### config.mk
export PLATFORM = sky130hd
export DESIGN_NAME = uart_rx_fifo
export DESIGN_NICKNAME = d
export VERILOG_FILES = /design/src/rtl/uart_rx_fifo.sv
export SDC_FILE = /design/constraint.sdc
export NUM_CORES = 1
export LEC_CHECK = 0
export CAP_MARGIN = 5
export CORE_MARGIN = 5
export CORE_UTILIZATION = 40
export CTS_CLUSTER_SIZE = 8
export DETAILED_ROUTE_END_ITERATION = 8
export GPL_ROUTABILITY_DRIVEN = 1
export PLACE_DENSITY = 0.56
export SLEW_MARGIN = 20
export SYNTH_ARGS = -nofsm -noshare
export SYNTH_HDL_FRONTEND = slang
export SYNTH_SLANG_ARGS = --single-unit
### constraint.sdc
create_clock -name clk -period 5.2 [get_ports clk]
set_clock_uncertainty 0.1 [all_clocks]
set_input_delay 0.78 -clock clk [delete_from_list [all_inputs] [get_ports clk]]
set_output_delay 0.78 -clock clk [all_outputs]
set_load 0.1 [all_outputs]
### src/rtl/uart_rx_fifo.sv
module uart_rx_fifo #(
  parameter int DEPTH   = 32,
  parameter int TO_BITS = 32
) (
  input  logic        clk,
  input  logic        rst_n,
  input  logic        baud_tick,
  input  logic        rxd,
  input  logic        fifo_en,
  input  logic [1:0]  word_len,
  input  logic        parity_en,
  input  logic        parity_even,
  input  logic [2:0]  rx_level,
  input  logic        rd_en,
  output logic [11:0] rd_data,
  output logic [7:0]  flags,
  output logic        irq_rx,
  output logic        irq_timeout,
  output logic        irq_err
);
  localparam int AW       = $clog2(DEPTH);
  localparam int CW       = $clog2(DEPTH + 1);
  localparam int TO_TICKS = TO_BITS * 16;
  localparam int TW       = $clog2(TO_TICKS + 1);

  typedef enum logic [2:0] {S_IDLE, S_START, S_DATA, S_PAR, S_STOP, S_HOLD} st_t;

  st_t        st;
  logic [3:0] cnt;
  logic [2:0] nb;
  logic [7:0] sh;
  logic       par, zero;

  logic [11:0]   mem [DEPTH];
  logic [AW-1:0] wp, rp;
  logic [CW-1:0] count, cap, thr;
  logic [TW-1:0] quiet;

  logic        push, pop, full, empty, wr, brk, fe, pe;
  logic [7:0]  ch;
  logic [11:0] new_word;

  always_ff @(posedge clk or negedge rst_n) begin
    if (!rst_n) begin
      st <= S_IDLE; cnt <= '0; nb <= '0; sh <= '0; par <= 1'b0; zero <= 1'b0;
    end else begin
      if (baud_tick) cnt <= cnt + 4'd1;
      case (st)
        S_IDLE:  if (baud_tick && !rxd) begin st <= S_START; cnt <= '0; end
        S_START: if (baud_tick && cnt == 4'd7) begin
                   cnt <= '0; nb <= '0; par <= 1'b0; zero <= 1'b1;
                   st <= rxd ? S_IDLE : S_DATA;
                 end
        S_DATA:  if (baud_tick && cnt == 4'd15) begin
                   sh <= {rxd, sh[7:1]};
                   par <= par ^ rxd;
                   zero <= zero & ~rxd;
                   nb <= nb + 3'd1;
                   if (nb == {1'b1, word_len}) st <= parity_en ? S_PAR : S_STOP;
                 end
        S_PAR:   if (baud_tick && cnt == 4'd15) begin
                   par <= par ^ rxd;
                   zero <= zero & ~rxd;
                   st <= S_STOP;
                 end
        S_STOP:  if (baud_tick && cnt == 4'd15) st <= rxd ? S_IDLE : S_HOLD;
        S_HOLD:  if (rxd) st <= S_IDLE;
        default: st <= S_IDLE;
      endcase
    end
  end

  assign push     = (st == S_STOP) && baud_tick && (cnt == 4'd15);
  assign brk      = zero && !rxd;
  assign fe       = !rxd && !zero;
  assign pe       = !brk && parity_en && (par ^ !parity_even);
  assign ch       = sh >> (2'd3 - word_len);
  assign new_word = {1'b0, brk, pe, fe, brk ? 8'h00 : ch};

  assign cap   = fifo_en ? CW'(DEPTH) : CW'(1);
  assign empty = (count == '0);
  assign full  = (count == cap);
  assign pop   = rd_en && !empty;
  assign wr    = push && !full;

  always_ff @(posedge clk) begin
    if (wr) mem[wp] <= new_word;
    else if (push) mem[wp - AW'(1)][11] <= 1'b1;
  end

  always_ff @(posedge clk or negedge rst_n) begin
    if (!rst_n) begin
      wp <= '0; rp <= '0; count <= '0; quiet <= '0;
    end else begin
      if (wr) wp <= wp + AW'(1);
      if (pop) rp <= rp + AW'(1);
      count <= count + CW'(wr) - CW'(pop);
      if (push) quiet <= '0;
      else if (baud_tick && quiet != TW'(TO_TICKS)) quiet <= quiet + TW'(1);
    end
  end

  always_comb begin
    case (rx_level)
      3'd0:    thr = CW'(DEPTH / 8);
      3'd1:    thr = CW'(DEPTH / 4);
      3'd2:    thr = CW'(DEPTH / 2);
      3'd3:    thr = CW'(DEPTH * 3 / 4);
      default: thr = CW'(DEPTH * 7 / 8);
    endcase
  end

  assign rd_data     = mem[rp];
  assign flags       = {1'b0, full, 1'b0, empty, 4'b0};
  assign irq_rx      = fifo_en ? (count >= thr) : !empty;
  assign irq_timeout = !empty && (quiet == TW'(TO_TICKS));
  assign irq_err     = !empty && (rd_data[11:8] != 4'b0);
endmodule


==> impl_metrics.py <==
metrics = {
    "yosys": {
        "synth_top_cell_by_area": "edfxtp_1",
        "yosys_warnings": 0,
        "synth_area_leaders": "edfxtp_1, mux4_2, dfrtp_1",
        "yosysSeqAreaShare": 0.703,
        "yosysTopAreaCellShare": 0.639,
        "ys_types": 61,
        "synth_seq_cells": 430,
        "synth_cells": 1001,
        "synth_edf_count": 384,
        "postSynthAreaPerCell_um2": 18.0,
        "async_flop_share": 0.107,
        "ys.flop_type": "edfxtp_1",
        "syn-cell-area_um2": 18000,
    },
    "power": {
        "fin_total_pwr_uw": 10700,
        "powerDensity_nw_per_um2": 509,
        "leakage_uw": 0.00675,
        "ir_drop_mv": 0.761,
    },
    "drt": {
        "firstDrtPassIters": 5,
        "vias_per_cell": 5.42,
        "avgRoutedWirePerCell_um": 23.8,
        "initialDrtViolationCount": 630,
        "ant_nets": 0,
        "drc": 0,
        "wl_mm": 40.6,
        "dr_total_vias": 9250,
    },
    "timing": {
        "fin_crit_ns": 4.44,
        "max_freq_mhz": 225,
        "rsz0062_at_grt": "false",
        "period_share": 0.855,
        "setup_viol": 0,
        "slew_violations": 0,
        "hold_violations": 0,
        "relSlewSlack": 0.293,
        "fin_tns_setup_ns": 0,
        "tightest_slew_ns": 1.06,
    },
    "setup_path": {
        "cpPeakStageDelay_ns": 0.84,
        "endpoint_kind": "primary output",
        "r2r_start": "count[2]",
        "slowest_stage": "dfrtp_4",
        "crit_start": "rp[0]",
        "crit_chain": "buf_4, mux4_2, a22oi_1, nand3_1, a22oi_1, a31oi_1, buf_4",
        "required_ns": 4.32,
        "crit_buf_inv": 2,
        "arrival_ns": 3.56,
        "path_delay_family": "flip-flops",
        "path_max_fanout": 29,
        "critical_path.startpoint_type": "flip-flop",
        "crit_type": "flip-flop to primary output",
    },
    "placement": {
        "gp_congestion": 0.793,
        "hpwl_mm": 25.5,
        "port_buffers": 29,
    },
    "die": {
        "die_y_um": 222,
        "io_pins": 36,
        "dieArea_um2": 49500,
        "dieWidth_um": 222,
        "rows": 77,
        "initial_core_util": 0.406,
        "core_um2": 44400,
    },
    "cells_and_area": {
        "seq_area_um2": 12700,
        "area_delta_synth_final_pct": 16.2,
        "multi_input_area_um2": 5110,
        "fillers": 3742,
        "nets": 1120,
        "n_antenna_cell": 0,
        "layout-drive-gt1-share": 0.264,
    },
    "clock_tree": {
        "cts_resized": 0,
        "clock_path_buffers": 3,
        "cts-hold-fix-buffers": 0,
        "cts_root_buffer": "clkbuf_16",
        "cts_tree": "done",
        "htreeDepth": 2,
        "cts_setup_buffers": 0,
        "clk_latency_ns": 0.59,
        "cts_made_buffers": 59,
        "cts.sinks": 430,
        "clkSlewWorstSetupHoldPaths_ns": 0.05,
    },
    "global_routing": {
        "antenna_found_initial": 0,
        "grt_pass1_vias": 9912,
        "track_usage": 0.165,
        "grt_max_degree": 52,
        "grt_pass1_wl_mm": 62.5,
        "grt_overflow": 0,
    },
    "outcome": {
        "outcome": "finished, final reports clean",
    },
    "worst_hold_path": {
        "hp-class": "input port to asynchronous set/reset pin",
    },
    "job": {
        "cap_violations": 0,
    },
}
[cell families (layout without fill, tap and decap cells)]
logic type | count (synthesis) | in the layout | share of synthesized area
xor+xnor | 27 | 27 | 0.0131
mux | 143 | 143 | 0.152
other cells | 1 | 6 | 0.000208
compound gates | 117 | 117 | 0.0456
fa+ha+maj | 19 | 19 | 0.0136
buf+inv | 90 | 198 | 0.0222
simple gates | 174 | 174 | 0.0505
flops | 430 | 430 | 0.703
[state kept, by name, summed over array words and instances (netlist names), 3 cells and up]
signal  count
st          3
wp          5
sh          8
mem       384
quiet      10
count       6
rp          5
nb          3
cnt         4
[area by class of cell]
class | instances | share of cell area
clock buffers | 85 | 0.0751
inverters | 26 | 0.00466
repair buffers | 85 | 0.0331
well taps | 592 | 0.0353
multi-input cells | 486 | 0.244
flip-flops and latches | 430 | 0.605
clock inverters | 2 | 0.00286
[worst register-to-register path: stages, from the launching register on]
cell and delay, ns:
dfrtp_1 0.37, inv_1 0.12, ha_1 0.17, or3b_1 0.41, a2111oi_4 0.38, buf_4 0.47, and4_1 0.33, o31ai_4 0.09
nor3_2 0.81
[cells in the mapped netlist (3+ instances only)]
cell,n
a211o_1,3
xor2_1,14
ha_1,18
o21ai_0,15
nand4_1,12
and2_1,3
nor4_1,3
buf_2,17
mux2_2,20
buf_4,11
nand3_1,8
o31ai_4,3
edfxtp_1,384
a31oi_1,3
clkbuf_1,21
o21bai_1,3
nand2_1,24
mux4_2,103
a21oi_1,41
o21ai_2,3
a22oi_1,3
and3_1,9
nand3b_1,3
dfrtp_1,46
and4_1,6
a22o_1,6
mux2i_1,20
nor2_1,51
or4_1,6
buf_1,15
nor2b_1,7
nor3b_1,4
xnor2_1,13
o21ai_1,3
o22ai_1,7
a211oi_1,7
or3b_1,3
nor3_1,25
o221ai_1,4
inv_1,25
[through the flow]
stage	utilization	instances	setup slack [ns]	hold slack (ns)	area, um^2
2_1_floorplan	-	1006	0.524	0.379	18100
3_3_place_gp	0.435	1619	0.822	0.410	19300
3_5_place_dp	0.435	1619	0.620	0.400	19300
4_1_cts	0.472	1706	0.666	0.185	21000
5_1_grt	0.472	1706	0.523	0.242	21000
6_report	0.472	1706	0.756	0.189	21000
[power by group]
part | total (uW) | internal, uW | leakage, uW | switching [uW]
Clock | 3420 | 2060 | 0.000781 | 1360
Combinational | 3140 | 1200 | 0.00208 | 1940
Sequential | 4120 | 3870 | 0.00388 | 250
[per-layer routing]
layer	global-route usage	wire, um	vias up
li1	-	-	4193
met1	0.236	18500	4820
met2	0.264	19500	186
met3	0.0317	1980	51
met4	0.0429	673	0
met5	0	0	-
[cells in the final DEF, fill, tap and decap left out, types with 6 or more instances in the layout]
master           count
nor3_1              14
nand3_1              8
inv_1               25
nand4_1             12
conb_1               6
a21oi_1             41
and3_1               9
ha_1                18
mux2_2              20
buf_4               69
a22o_1               6
or4_1                6
a211oi_1             7
nand2_1             24
and4_1               6
clkbuf_16           59
nor2_1              48
xnor2_1             13
nor3_2              12
xor2_1              14
clkbuf_1            26
edfxtp_1           384
o21ai_0             15
nor2b_1              7
clkdlybuf4s50_1     13
mux2i_1             20
mux4_2             103
dfrtp_1             43
[path summary, 6_finish.rpt]
path	cells after the start	to	slack, ns
worst max-delay path	7	irq_err	0.76
worst min-delay path	2	count[3]	0.19
worst max register to register	8	mem[2][9]	1.55
worst min register to register	1	sh[0]	0.42
max in group asynchronous	2	rp[1]	4.34
min in group clk	1	sh[0]	0.42
Power figures use the tool's default switching activity.
